## config.mk

```make
export PLATFORM = sky130hd
export DESIGN_NAME = agu_top
export DESIGN_NICKNAME = d
export VERILOG_FILES = /design/src/rtl/agu_pkg.sv /design/src/rtl/agu_rule_check.sv /design/src/rtl/agu_addr_calc.sv /design/src/rtl/agu_seg_pick.sv /design/src/rtl/agu_top.sv
export SDC_FILE = /design/constraint.sdc
export NUM_CORES = 1
export LEC_CHECK = 0
export BUFFER_PORTS_ARGS = -buffer_cell sky130_fd_sc_hd__buf_2
export CORE_AREA = 2 2 154 156
export DETAILED_ROUTE_END_ITERATION = 8
export DIE_AREA = 0 0 156 158
export PLACE_DENSITY = 0.78
export SLEW_MARGIN = 15
export SYNTH_ARGS = -nofsm -noshare
export SYNTH_HDL_FRONTEND = slang
export SYNTH_HIERARCHICAL = 1
export SYNTH_SLANG_ARGS = --single-unit
```

## constraint.sdc

```tcl
create_clock -name clk -period 5.4 [get_ports clk]
set_input_delay 0.54 -clock clk [delete_from_list [all_inputs] [get_ports clk]]
set_output_delay 0.54 -clock clk [all_outputs]
set_load 0.01 [all_outputs]
```

## src/rtl/agu_pkg.sv

```systemverilog
package agu_pkg;

    localparam int ADDR_W = 64;
    localparam int DISP_W = 32;
    localparam int RID_W  = 4;
    localparam int SEG_W  = 3;

    typedef enum logic [1:0] {
        MODE_16  = 2'd0,
        MODE_32  = 2'd1,
        MODE_64  = 2'd2,
        MODE_RSV = 2'd3
    } agu_mode_e;

    typedef enum logic [1:0] {
        DSZ_NONE = 2'd0,
        DSZ_8    = 2'd1,
        DSZ_16   = 2'd2,
        DSZ_32   = 2'd3
    } disp_size_e;

    typedef enum logic {
        OUT_IDLE  = 1'b0,
        OUT_ISSUE = 1'b1
    } out_state_e;

    localparam logic [RID_W-1:0] REG_BX = 4'd3;
    localparam logic [RID_W-1:0] REG_SP = 4'd4;
    localparam logic [RID_W-1:0] REG_BP = 4'd5;
    localparam logic [RID_W-1:0] REG_SI = 4'd6;
    localparam logic [RID_W-1:0] REG_DI = 4'd7;

    localparam logic [SEG_W-1:0] SEG_SS = 3'd2;
    localparam logic [SEG_W-1:0] SEG_DS = 3'd3;

endpackage

```

## src/rtl/agu_rule_check.sv

```systemverilog
module agu_rule_check
    import agu_pkg::*;
#(
    parameter int RID_W_P = RID_W
) (
    input  logic [1:0]         mode,
    input  logic               base_en,
    input  logic [RID_W_P-1:0] base_id,
    input  logic               idx_en,
    input  logic [RID_W_P-1:0] idx_id,
    input  logic [1:0]         scale,
    input  logic [1:0]         dsize,
    input  logic               rip_rel,
    output logic               illegal
);

    localparam int LEGACY_REGS = 8;

    logic base_ext;
    logic idx_ext;

    always_comb begin
        base_ext = (int'(base_id) >= LEGACY_REGS);
        idx_ext  = (int'(idx_id) >= LEGACY_REGS);
    end

    always_comb begin
        illegal = 1'b0;
        unique case (agu_mode_e'(mode))
            MODE_16: begin
                if (base_en && (base_id != REG_BX) && (base_id != REG_BP))
                    illegal = 1'b1;
                if (idx_en && (idx_id != REG_SI) && (idx_id != REG_DI))
                    illegal = 1'b1;
                if (scale != 2'd0)
                    illegal = 1'b1;
                if (disp_size_e'(dsize) == DSZ_32)
                    illegal = 1'b1;
                if (rip_rel)
                    illegal = 1'b1;
            end
            MODE_32: begin
                if (base_en && base_ext)
                    illegal = 1'b1;
                if (idx_en && (idx_ext || (idx_id == REG_SP)))
                    illegal = 1'b1;
                if (rip_rel)
                    illegal = 1'b1;
            end
            MODE_64: begin
                if (idx_en && (idx_id == REG_SP))
                    illegal = 1'b1;
                if (rip_rel && (base_en || idx_en))
                    illegal = 1'b1;
            end
            MODE_RSV: begin
                illegal = 1'b1;
            end
        endcase
    end

endmodule

```

## src/rtl/agu_addr_calc.sv

```systemverilog
module agu_addr_calc
    import agu_pkg::*;
#(
    parameter int ADDR_W_P = ADDR_W,
    parameter int DISP_W_P = DISP_W
) (
    input  logic [1:0]          mode,
    input  logic                base_en,
    input  logic [ADDR_W_P-1:0] base_val,
    input  logic                idx_en,
    input  logic [ADDR_W_P-1:0] idx_val,
    input  logic [1:0]          scale,
    input  logic [DISP_W_P-1:0] disp,
    input  logic [1:0]          dsize,
    input  logic                rip_rel,
    input  logic [ADDR_W_P-1:0] next_ip,
    output logic [ADDR_W_P-1:0] ea_raw
);

    localparam int NARROW_W = 16;
    localparam int MID_W    = 32;

    logic [ADDR_W_P-1:0] disp_ext;
    logic [ADDR_W_P-1:0] base_term;
    logic [ADDR_W_P-1:0] idx_term;
    logic [ADDR_W_P-1:0] sum;

    always_comb begin
        unique case (disp_size_e'(dsize))
            DSZ_NONE: disp_ext = '0;
            DSZ_8:    disp_ext = {{(ADDR_W_P-8){disp[7]}}, disp[7:0]};
            DSZ_16:   disp_ext = {{(ADDR_W_P-16){disp[15]}}, disp[15:0]};
            DSZ_32:   disp_ext = {{(ADDR_W_P-DISP_W_P){disp[DISP_W_P-1]}}, disp};
        endcase
    end

    always_comb begin
        if (base_en)
            base_term = base_val;
        else if (rip_rel)
            base_term = next_ip;
        else
            base_term = '0;
        idx_term = idx_en ? (idx_val << scale) : '0;
        sum      = base_term + idx_term + disp_ext;
    end

    always_comb begin
        unique case (agu_mode_e'(mode))
            MODE_16:  ea_raw = {{(ADDR_W_P-NARROW_W){1'b0}}, sum[NARROW_W-1:0]};
            MODE_32:  ea_raw = {{(ADDR_W_P-MID_W){1'b0}}, sum[MID_W-1:0]};
            MODE_64:  ea_raw = sum;
            MODE_RSV: ea_raw = '0;
        endcase
    end

endmodule

```

## src/rtl/agu_seg_pick.sv

```systemverilog
module agu_seg_pick
    import agu_pkg::*;
#(
    parameter int RID_W_P = RID_W,
    parameter int SEG_W_P = SEG_W
) (
    input  logic               ovr_en,
    input  logic [SEG_W_P-1:0] ovr_seg,
    input  logic               base_en,
    input  logic [RID_W_P-1:0] base_id,
    output logic [SEG_W_P-1:0] seg
);

    logic stack_base;

    always_comb begin
        stack_base = base_en && ((base_id == REG_SP) || (base_id == REG_BP));
        if (ovr_en)
            seg = ovr_seg;
        else if (stack_base)
            seg = SEG_SS;
        else
            seg = SEG_DS;
    end

endmodule

```

## src/rtl/agu_top.sv

```systemverilog
module agu_top
    import agu_pkg::*;
#(
    parameter int ADDR_W_P = ADDR_W,
    parameter int DISP_W_P = DISP_W,
    parameter int RID_W_P  = RID_W,
    parameter int SEG_W_P  = SEG_W
) (
    input  logic                clk,
    input  logic                rst,
    input  logic                in_valid,
    input  logic [1:0]          in_mode,
    input  logic                in_base_en,
    input  logic [RID_W_P-1:0]  in_base_id,
    input  logic [ADDR_W_P-1:0] in_base_val,
    input  logic                in_idx_en,
    input  logic [RID_W_P-1:0]  in_idx_id,
    input  logic [ADDR_W_P-1:0] in_idx_val,
    input  logic [1:0]          in_scale,
    input  logic [DISP_W_P-1:0] in_disp,
    input  logic [1:0]          in_disp_size,
    input  logic                in_rip_rel,
    input  logic [ADDR_W_P-1:0] in_next_ip,
    input  logic                in_seg_ovr_en,
    input  logic [SEG_W_P-1:0]  in_seg_ovr,
    output logic                out_valid,
    output logic [ADDR_W_P-1:0] out_ea,
    output logic [SEG_W_P-1:0]  out_seg,
    output logic                out_illegal
);

    out_state_e          state_q;
    out_state_e          state_d;
    logic                bad_c;
    logic [ADDR_W_P-1:0] ea_c;
    logic [SEG_W_P-1:0]  seg_c;
    logic [ADDR_W_P-1:0] ea_q;
    logic [SEG_W_P-1:0]  seg_q;
    logic                bad_q;

    agu_rule_check #(.RID_W_P(RID_W_P)) u_rules (
        .mode    (in_mode),
        .base_en (in_base_en),
        .base_id (in_base_id),
        .idx_en  (in_idx_en),
        .idx_id  (in_idx_id),
        .scale   (in_scale),
        .dsize   (in_disp_size),
        .rip_rel (in_rip_rel),
        .illegal (bad_c)
    );

    agu_addr_calc #(.ADDR_W_P(ADDR_W_P), .DISP_W_P(DISP_W_P)) u_calc (
        .mode     (in_mode),
        .base_en  (in_base_en),
        .base_val (in_base_val),
        .idx_en   (in_idx_en),
        .idx_val  (in_idx_val),
        .scale    (in_scale),
        .disp     (in_disp),
        .dsize    (in_disp_size),
        .rip_rel  (in_rip_rel),
        .next_ip  (in_next_ip),
        .ea_raw   (ea_c)
    );

    agu_seg_pick #(.RID_W_P(RID_W_P), .SEG_W_P(SEG_W_P)) u_seg (
        .ovr_en  (in_seg_ovr_en),
        .ovr_seg (in_seg_ovr),
        .base_en (in_base_en),
        .base_id (in_base_id),
        .seg     (seg_c)
    );

    // Next-state decode for the output stage
    always_comb begin
        unique case (state_q)
            OUT_IDLE:  state_d = in_valid ? OUT_ISSUE : OUT_IDLE;
            OUT_ISSUE: state_d = in_valid ? OUT_ISSUE : OUT_IDLE;
        endcase
    end

    // State register
    always_ff @(posedge clk) begin
        if (rst)
            state_q <= OUT_IDLE;
        else
            state_q <= state_d;
    end

    // Result register, captured on every accepted request
    always_ff @(posedge clk) begin
        if (rst) begin
            ea_q  <= '0;
            seg_q <= '0;
            bad_q <= 1'b0;
        end else if (in_valid) begin
            ea_q  <= bad_c ? '0 : ea_c;
            seg_q <= seg_c;
            bad_q <= bad_c;
        end
    end

    // Output process
    always_comb begin
        out_valid   = (state_q == OUT_ISSUE);
        out_ea      = ea_q;
        out_seg     = seg_q;
        out_illegal = bad_q;
    end

endmodule

```

# Word-level counts from Yosys, hierarchy flattened

Index checks and enable logic that the tools add are counted.

Add/sub/neg operators: 2
Reductions and logical operators: 15
Mux-type cells: 20
$lt $le $gt $ge: 2
Shifts and indexed selects: 1
Eq/ne operators: 13

Operators by type and width:

| cell               | number |
|---|---|
| $pmux 64 s4        | 2 |
| $mux 64            | 4 |
| $add 64x64->64     | 2 |
| $shl 64x2->64      | 1 |
| $eq 4x3->1 const B | 3 |
| $mux 1             | 12 |
| $ne 4x3->1 const B | 3 |
| $logic_and 1x1->1  | 9 |
| $eq 2x2->1 const B | 4 |
| $ge 4x4->1 const B | 2 |
| $eq 2x1->1 const B | 2 |
| $logic_not 2->1    | 2 |
| $ne 4x2->1 const B | 1 |
| $pmux 1 s4         | 1 |
| $logic_or 1x1->1   | 3 |
| $mux 3             | 1 |
| $reduce_bool 2->1  | 1 |

Output and inout port bits: 69
Logic and storage cells: 57
Input port bits: 248
Register bits: 69

# Depth between registers and ports, before layout

Depth after elaboration: 10
Depth in mapped cells: 22
Gate-level depth less buffers: 19

# Hierarchy

Netlist, hierarchy kept.

By module, submodules not included:

| module         | area an instance (sq um) | seq. area each (sq um) | times used | cells an instance |
|---|---|---|---|---|
| agu_addr_calc  | 8,164.1                  | 0.0                    | 1          | 1,062 |
| agu_top        | 2,825.2                  | 1,381.3                | 1          | 299 |
| agu_rule_check | 98.8                     | 0.0                    | 1          | 14 |
| agu_seg_pick   | 40.0                     | 0.0                    | 1          | 5 |

# Worst setup path before layout

Ideal clock, no wire load.

Path type: input -> register
Start: input port in_scale[0]
End: register ea_q[51], in the netlist out_ea[51]
Buffers on the path: 4
Setup time: 0.070 ns
Stages on the path: 22
Data required time: 5.330 ns
Setup slack: -0.230 ns
Data arrival time: 5.560 ns
Cells stage by stage: clkbuf_1 > buf_1 > clkbuf_1 > mux2i_1 > o21ai_0 > nand2_1 > fa_1 > inv_1 > fa_1 > a21o_1 > a221oi_2 > nor4bb_1 > or3_1 > buf_6 > a41oi_4 > o41ai_4 > a21oi_2 > o21ai_0 > xnor2_1 > nor2_1 > nand3b_1 > a21oi_1

Cells in the longest elaborated chain, start to end: 6
Elaborated cells between the ends (all ways): 11
Those cells by class: add/sub: 2; shift: 1; mux: 7; reduce/logical: 1

Ends and longest elaborated chain:

| element                      | RTL line            | text |
|---|---|---|
| start, declared              | agu_top.sv:19       | `input logic [1:0] in_scale,` |
| $shl 64x2->64                | agu_addr_calc.sv:44 | `idx_term = idx_en ? (idx_val << scale) : '0;` |
| $mux 64                      | agu_addr_calc.sv:44 |  |
| $add 64x64->64 (2 in series) | agu_addr_calc.sv:45 | `sum = base_term + idx_term + disp_ext;` |
| $pmux 64 s4                  | agu_addr_calc.sv:49 | `unique case (agu_mode_e'(mode))` |
| via ea_c[51]                 | agu_top.sv:35       | `logic [ADDR_W_P-1:0] ea_c;` |
| $mux 64                      | agu_top.sv:98       | `ea_q <= bad_c ? '0 : ea_c;` |
| end signal, assigned         | agu_top.sv:98       |  |
| end, declared                | agu_top.sv:37       | `logic [ADDR_W_P-1:0] ea_q;` |

The timed path passes the listed nets, and every way through them passes these cells.
A chain may end at the register's enable or synchronous reset.

# Worst setup path in the final report

Start: input port in_disp_size[1]
End: register ea_q[56], in the netlist out_ea[56]

Cells in the longest elaborated chain, start to end: 5
Elaborated cells between the ends (all ways): 11
Those cells by class: add/sub: 1; eq/ne: 3; mux: 6; reduce/logical: 1

Ends and longest elaborated chain:

| element                            | RTL line            | text |
|---|---|---|
| start, declared                    | agu_top.sv:21       | `input logic [1:0] in_disp_size,` |
| $eq 2x2->1 (tied with other cells) | agu_addr_calc.sv:29 | `unique case (disp_size_e'(dsize))` |
| $pmux 64 s4 *                      | agu_addr_calc.sv:29 |  |
| $add 64x64->64 *                   | agu_addr_calc.sv:45 |  |
| $pmux 64 s4 *                      | agu_addr_calc.sv:49 |  |
| via ea_c[56]                       | agu_top.sv:35       |  |
| $mux 64 *                          | agu_top.sv:98       |  |

The timed path passes the listed nets; every way through them passes the cells marked *.

==> summary.txt <==
OUTCOME
---------------------------------------------------------------------------------
Status                                                                  completed

TIMING
---------------------------------------------------------------------------------
Setup_tns                                                                    0 ps
Total of endpoints with negative setup slack in the final report                0
Max-slew headroom                                                           0.443
Worst path setup slack after routing                                       310 ps
Top achievable clock speed                                              0.196 GHz
Clock Skew                                                                   0 ps
Pins over their slew limit                                                      0
Fraction of the cycle the final worst path needs                            0.943
Unrepaired setup endpoints after global routing                                no
Worst Tran Pin Value                                                       836 ps
Hold Violations, Final                                                          0
Time the final worst path needs with I/O delays and setup                 5090 ps

SYNTH
---------------------------------------------------------------------------------
Number of synthesized flops with an enable pin                                  0
Yosys cell types                                                               64
Fraction of synthesized cell area taken by the top area cell type           0.124
Synthesized Nets                                                             1754
Post-Syn Area                                                           11100 um2
Post-Syn Instances                                                           1380
Leading cell types by total area after synthesis                     sky130_fd_sc_hd__dfxtp_1 (12%), sky130_fd_sc_hd__ha_1 (10%), sky130_fd_sc_hd__mux4_2 (9.9%), sky130_fd_sc_hd__a21oi_1 (7.2%), sky130_fd_sc_hd__fa_1 (5.9%)
Yosys top cell by area                                               sky130_fd_sc_hd__dfxtp_1
Most common flop cell mapped by yosys                                sky130_fd_sc_hd__dfxtp_1
Seq/Total Area, Yosys                                                       0.124
Syn Area/Cell                                                            8.06 um2
Fraction of registers with async set or reset after synthesis                   0
Count of state elements after synthesis                                        69
Synth warn                                                                      6

FINISH
---------------------------------------------------------------------------------
Top library cells by usage in the layout, fill and taps aside        sky130_fd_sc_hd__buf_2 (314), sky130_fd_sc_hd__a21oi_1 (158), sky130_fd_sc_hd__nand2_1 (103), sky130_fd_sc_hd__ha_1 (93), sky130_fd_sc_hd__nor2_1 (89)
Fraction of final layout cells sized beyond drive strength 1                0.266
Number of fill cells                                                         2181
Post-layout nets                                                             2013
Relative area change from synthesis to final layout                         18.7%
Number of antenna cells inserted                                                0
Most common cell after layout, fill and taps aside                   sky130_fd_sc_hd__buf_2

POWER
---------------------------------------------------------------------------------
Combinational share of power                                                0.641
Total power per unit cell area                                         240 nW/um2
Leakage power of the design                                               6.08 nW
Worst vdd ir                                                           0.000198 V
Switching pwr                                                             1.46 mW
Clk pwr share                                                               0.191
Share of power burned in registers                                          0.168
Sw frac                                                                     0.461
Overall power consumption                                                 3.16 mW
Internal Power                                                            1.71 mW

PLACEMENT
---------------------------------------------------------------------------------
HPWL after detailed placement                                             27.7 mm
Post-place setup slack                                                    75.5 ps
IO buf count                                                                  316
Last weighted congestion value of the routability-driven placer             0.943

WORST SETUP PATH
---------------------------------------------------------------------------------
Data required time of the critical path                                   5670 ps
R2r endpoint                                                           out_seg[2]
CP startpoint kind                                                     input port
Register-to-register path setup slack                                     4750 ps
Number of cell instances on the worst register-to-register path                 2
CP top delay family                                                  compound AO/OA/AOI/OAI gates
Standard cell with the maximum stage delay on the critical path      sky130_fd_sc_hd__a2111oi_0
Cell-by-cell trace of the critical path                              buf_2, nand3b_1, o21ai_1, buf_4, a21oi_1, fa_1, inv_1, ha_1, a21oi_1, o21ai_0, a2111oi_0, a21oi_1, a41oi_1, a2bb2oi_1, a21boi_0, or3_1, xnor2_1, nor2_1, nand3b_1, a21oi_1
Data arrival at the endpoint of the critical path                         5360 ps
Maximum fanout encountered on the critical timing path                         14
Crit path buf inv count                                                         3
Worst setup path class                                               input port to register
Crit path largest cell delay                                               690 ps
Startpoint of the lowest-slack register-to-register path               out_seg[2]
Critical Path Sink Type                                                  register
Most frequent cell on the critical path                              sky130_fd_sc_hd__a21oi_1

DETAILED ROUTING
---------------------------------------------------------------------------------
Total via count after detailed routing                                      11300
Ratio of routed vias to standard cells                                       5.83
Antenna Nets Post-Route                                                         0
Number of iterations in the first detailed-routing pass                         6
DR WL/cell                                                                17.7 um
1st-iter DRT viols                                                            848
DR DRC count                                                                    0
Routed wire length                                                        34.3 mm

CTS
---------------------------------------------------------------------------------
Register clock-pin slew on the reported worst setup and hold paths          70 ps
Clock root buffer                                                    sky130_fd_sc_hd__clkbuf_16
CTS tree                                                                    built
CTS Sinks                                                                      69
Number of levels the H-tree was split into                                      3
Postcts setup bufs                                                              0
Total CTS buffers                                                               9
Hold-fix buffers at CTS                                                         0
Clock latency on the worst-skew pair                                       350 ps
Number of instances resized during post-cts repair                              0
Buffer depth of the longest clock path                                          2

FLOW RUN
---------------------------------------------------------------------------------
Number of max-cap violations                                                    0

GLOBAL ROUTE
---------------------------------------------------------------------------------
Overflow left after global routing                                              0
Gr usage total                                                              0.270
Number of antenna violations at the first check in global routing               0
Pin count of the biggest net entering global routing                          134
First-pass GRT wire length                                                53.9 mm
Via count of the first global-routing pass                                  10900

HOLD PATH
---------------------------------------------------------------------------------
Number of stages on the worst hold path                                         2
Capture endpoint of the worst hold path                                 out_ea[1]
Path type of the worst min-delay path                                register to register
Start point of the worst min-delay path                                 out_ea[1]

FLOORPLANNING
---------------------------------------------------------------------------------
Effective utilization at floorplan                                          0.483
Number of standard-cell rows in the floorplan                                  56
Top-level port count                                                          317
Core region area                                                        23100 um2
Overall die height                                                         158 um
Die outline width                                                          156 um
Total die area                                                          24600 um2

## area by class of cell
type                    instances  area [um2]  share of cell area
multi-input cells            1145        9080               0.687
well taps                     290         363              0.0275
repair buffers                347        1850               0.140
inverters                      67         251              0.0190
clock inverters                 7        62.6             0.00474
flip-flops and latches         69        1380               0.105
clock buffers                   9         225              0.0171
## logic make-up (layout without fill, tap and decap cells)
family          after synthesis  count (layout)  share of synthesized area
simple gates                451             451                      0.219
mux                          68              68                      0.117
compound gates              407             407                      0.240
xor+xnor                     93              93                     0.0732
buf+inv                     166             430                     0.0634
fa+ha+maj                   126             126                      0.164
flops                        69              69                      0.124
## layer usage
metal	vias up	GRT usage	part of all wire
met3	38	0.0433	0.067
met4	0	0.0703	0.020
met2	449	0.491	0.49
li1	5498	-	-
met5	-	0	0
met1	5293	0.333	0.42
## metrics by stage
| step | utilization | hold WS (ps) | instance area (um2) | std cells |
|---|---|---|---|---|
| after floorplan | - | 489 | 11100 | 1380 |
| after global placement | 0.560 | 452 | 12900 | 1918 |
| after detailed placement | 0.560 | 457 | 12900 | 1918 |
| after CTS | 0.573 | 468 | 13200 | 1934 |
| after global routing | 0.573 | 485 | 13200 | 1934 |
| final | 0.573 | 467 | 13200 | 1934 |
## state kept, by name, indices dropped and copies added (netlist names)
register and flops:
out_ea 64, out_seg 3, out_valid 1, out_illegal 1
## cell usage after synthesis (9+ instances only)
library cell	count
sky130_fd_sc_hd__nand2_1	104
sky130_fd_sc_hd__nor2b_1	11
sky130_fd_sc_hd__nor3_1	11
sky130_fd_sc_hd__o21a_1	10
sky130_fd_sc_hd__nand3b_1	67
sky130_fd_sc_hd__buf_1	13
sky130_fd_sc_hd__a22oi_1	59
sky130_fd_sc_hd__and3_1	10
sky130_fd_sc_hd__and2_1	42
sky130_fd_sc_hd__nand4_1	15
sky130_fd_sc_hd__o21bai_1	48
sky130_fd_sc_hd__buf_2	9
sky130_fd_sc_hd__clkbuf_1	68
sky130_fd_sc_hd__mux4_2	49
sky130_fd_sc_hd__ha_1	93
sky130_fd_sc_hd__a21o_1	24
sky130_fd_sc_hd__mux2i_1	13
sky130_fd_sc_hd__dfxtp_1	69
sky130_fd_sc_hd__a21oi_1	159
sky130_fd_sc_hd__xnor2_1	40
sky130_fd_sc_hd__nand2b_1	67
sky130_fd_sc_hd__nor2_1	89
sky130_fd_sc_hd__xor2_1	53
sky130_fd_sc_hd__inv_1	67
sky130_fd_sc_hd__o21ai_0	38
sky130_fd_sc_hd__nand3_1	14
sky130_fd_sc_hd__fa_1	33
## worst register-to-register path, stage by stage (launching register included)
cell,delay [ps]
sky130_fd_sc_hd__dfxtp_1,320
sky130_fd_sc_hd__mux2i_1,120
sky130_fd_sc_hd__nor2_1,60
## power groups by stage
stage	Combinational [mW]	Sequential [mW]	Clock (mW)
3_5_place_dp	2.00	0.545	0
5_1_grt	2.25	0.535	0.629
6_report	2.03	0.533	0.603
2_1_floorplan	1.47	0.551	0
4_1_cts	2.01	0.533	0.613
3_3_place_gp	1.97	0.544	0
## worst max path at each step
stage,slack (ps),to,start,cells after the start
floorplan,150,out_ea[51],in_scale[0],22
global placement,200,out_ea[31],in_scale[0],17
detailed placement,80,out_ea[56],in_disp_size[1],20
CTS,440,out_ea[56],in_disp_size[1],20
global route,10,out_ea[56],in_disp_size[1],20
finish,310,out_ea[56],in_disp_size[1],20
Power figures use the tool's default switching activity.
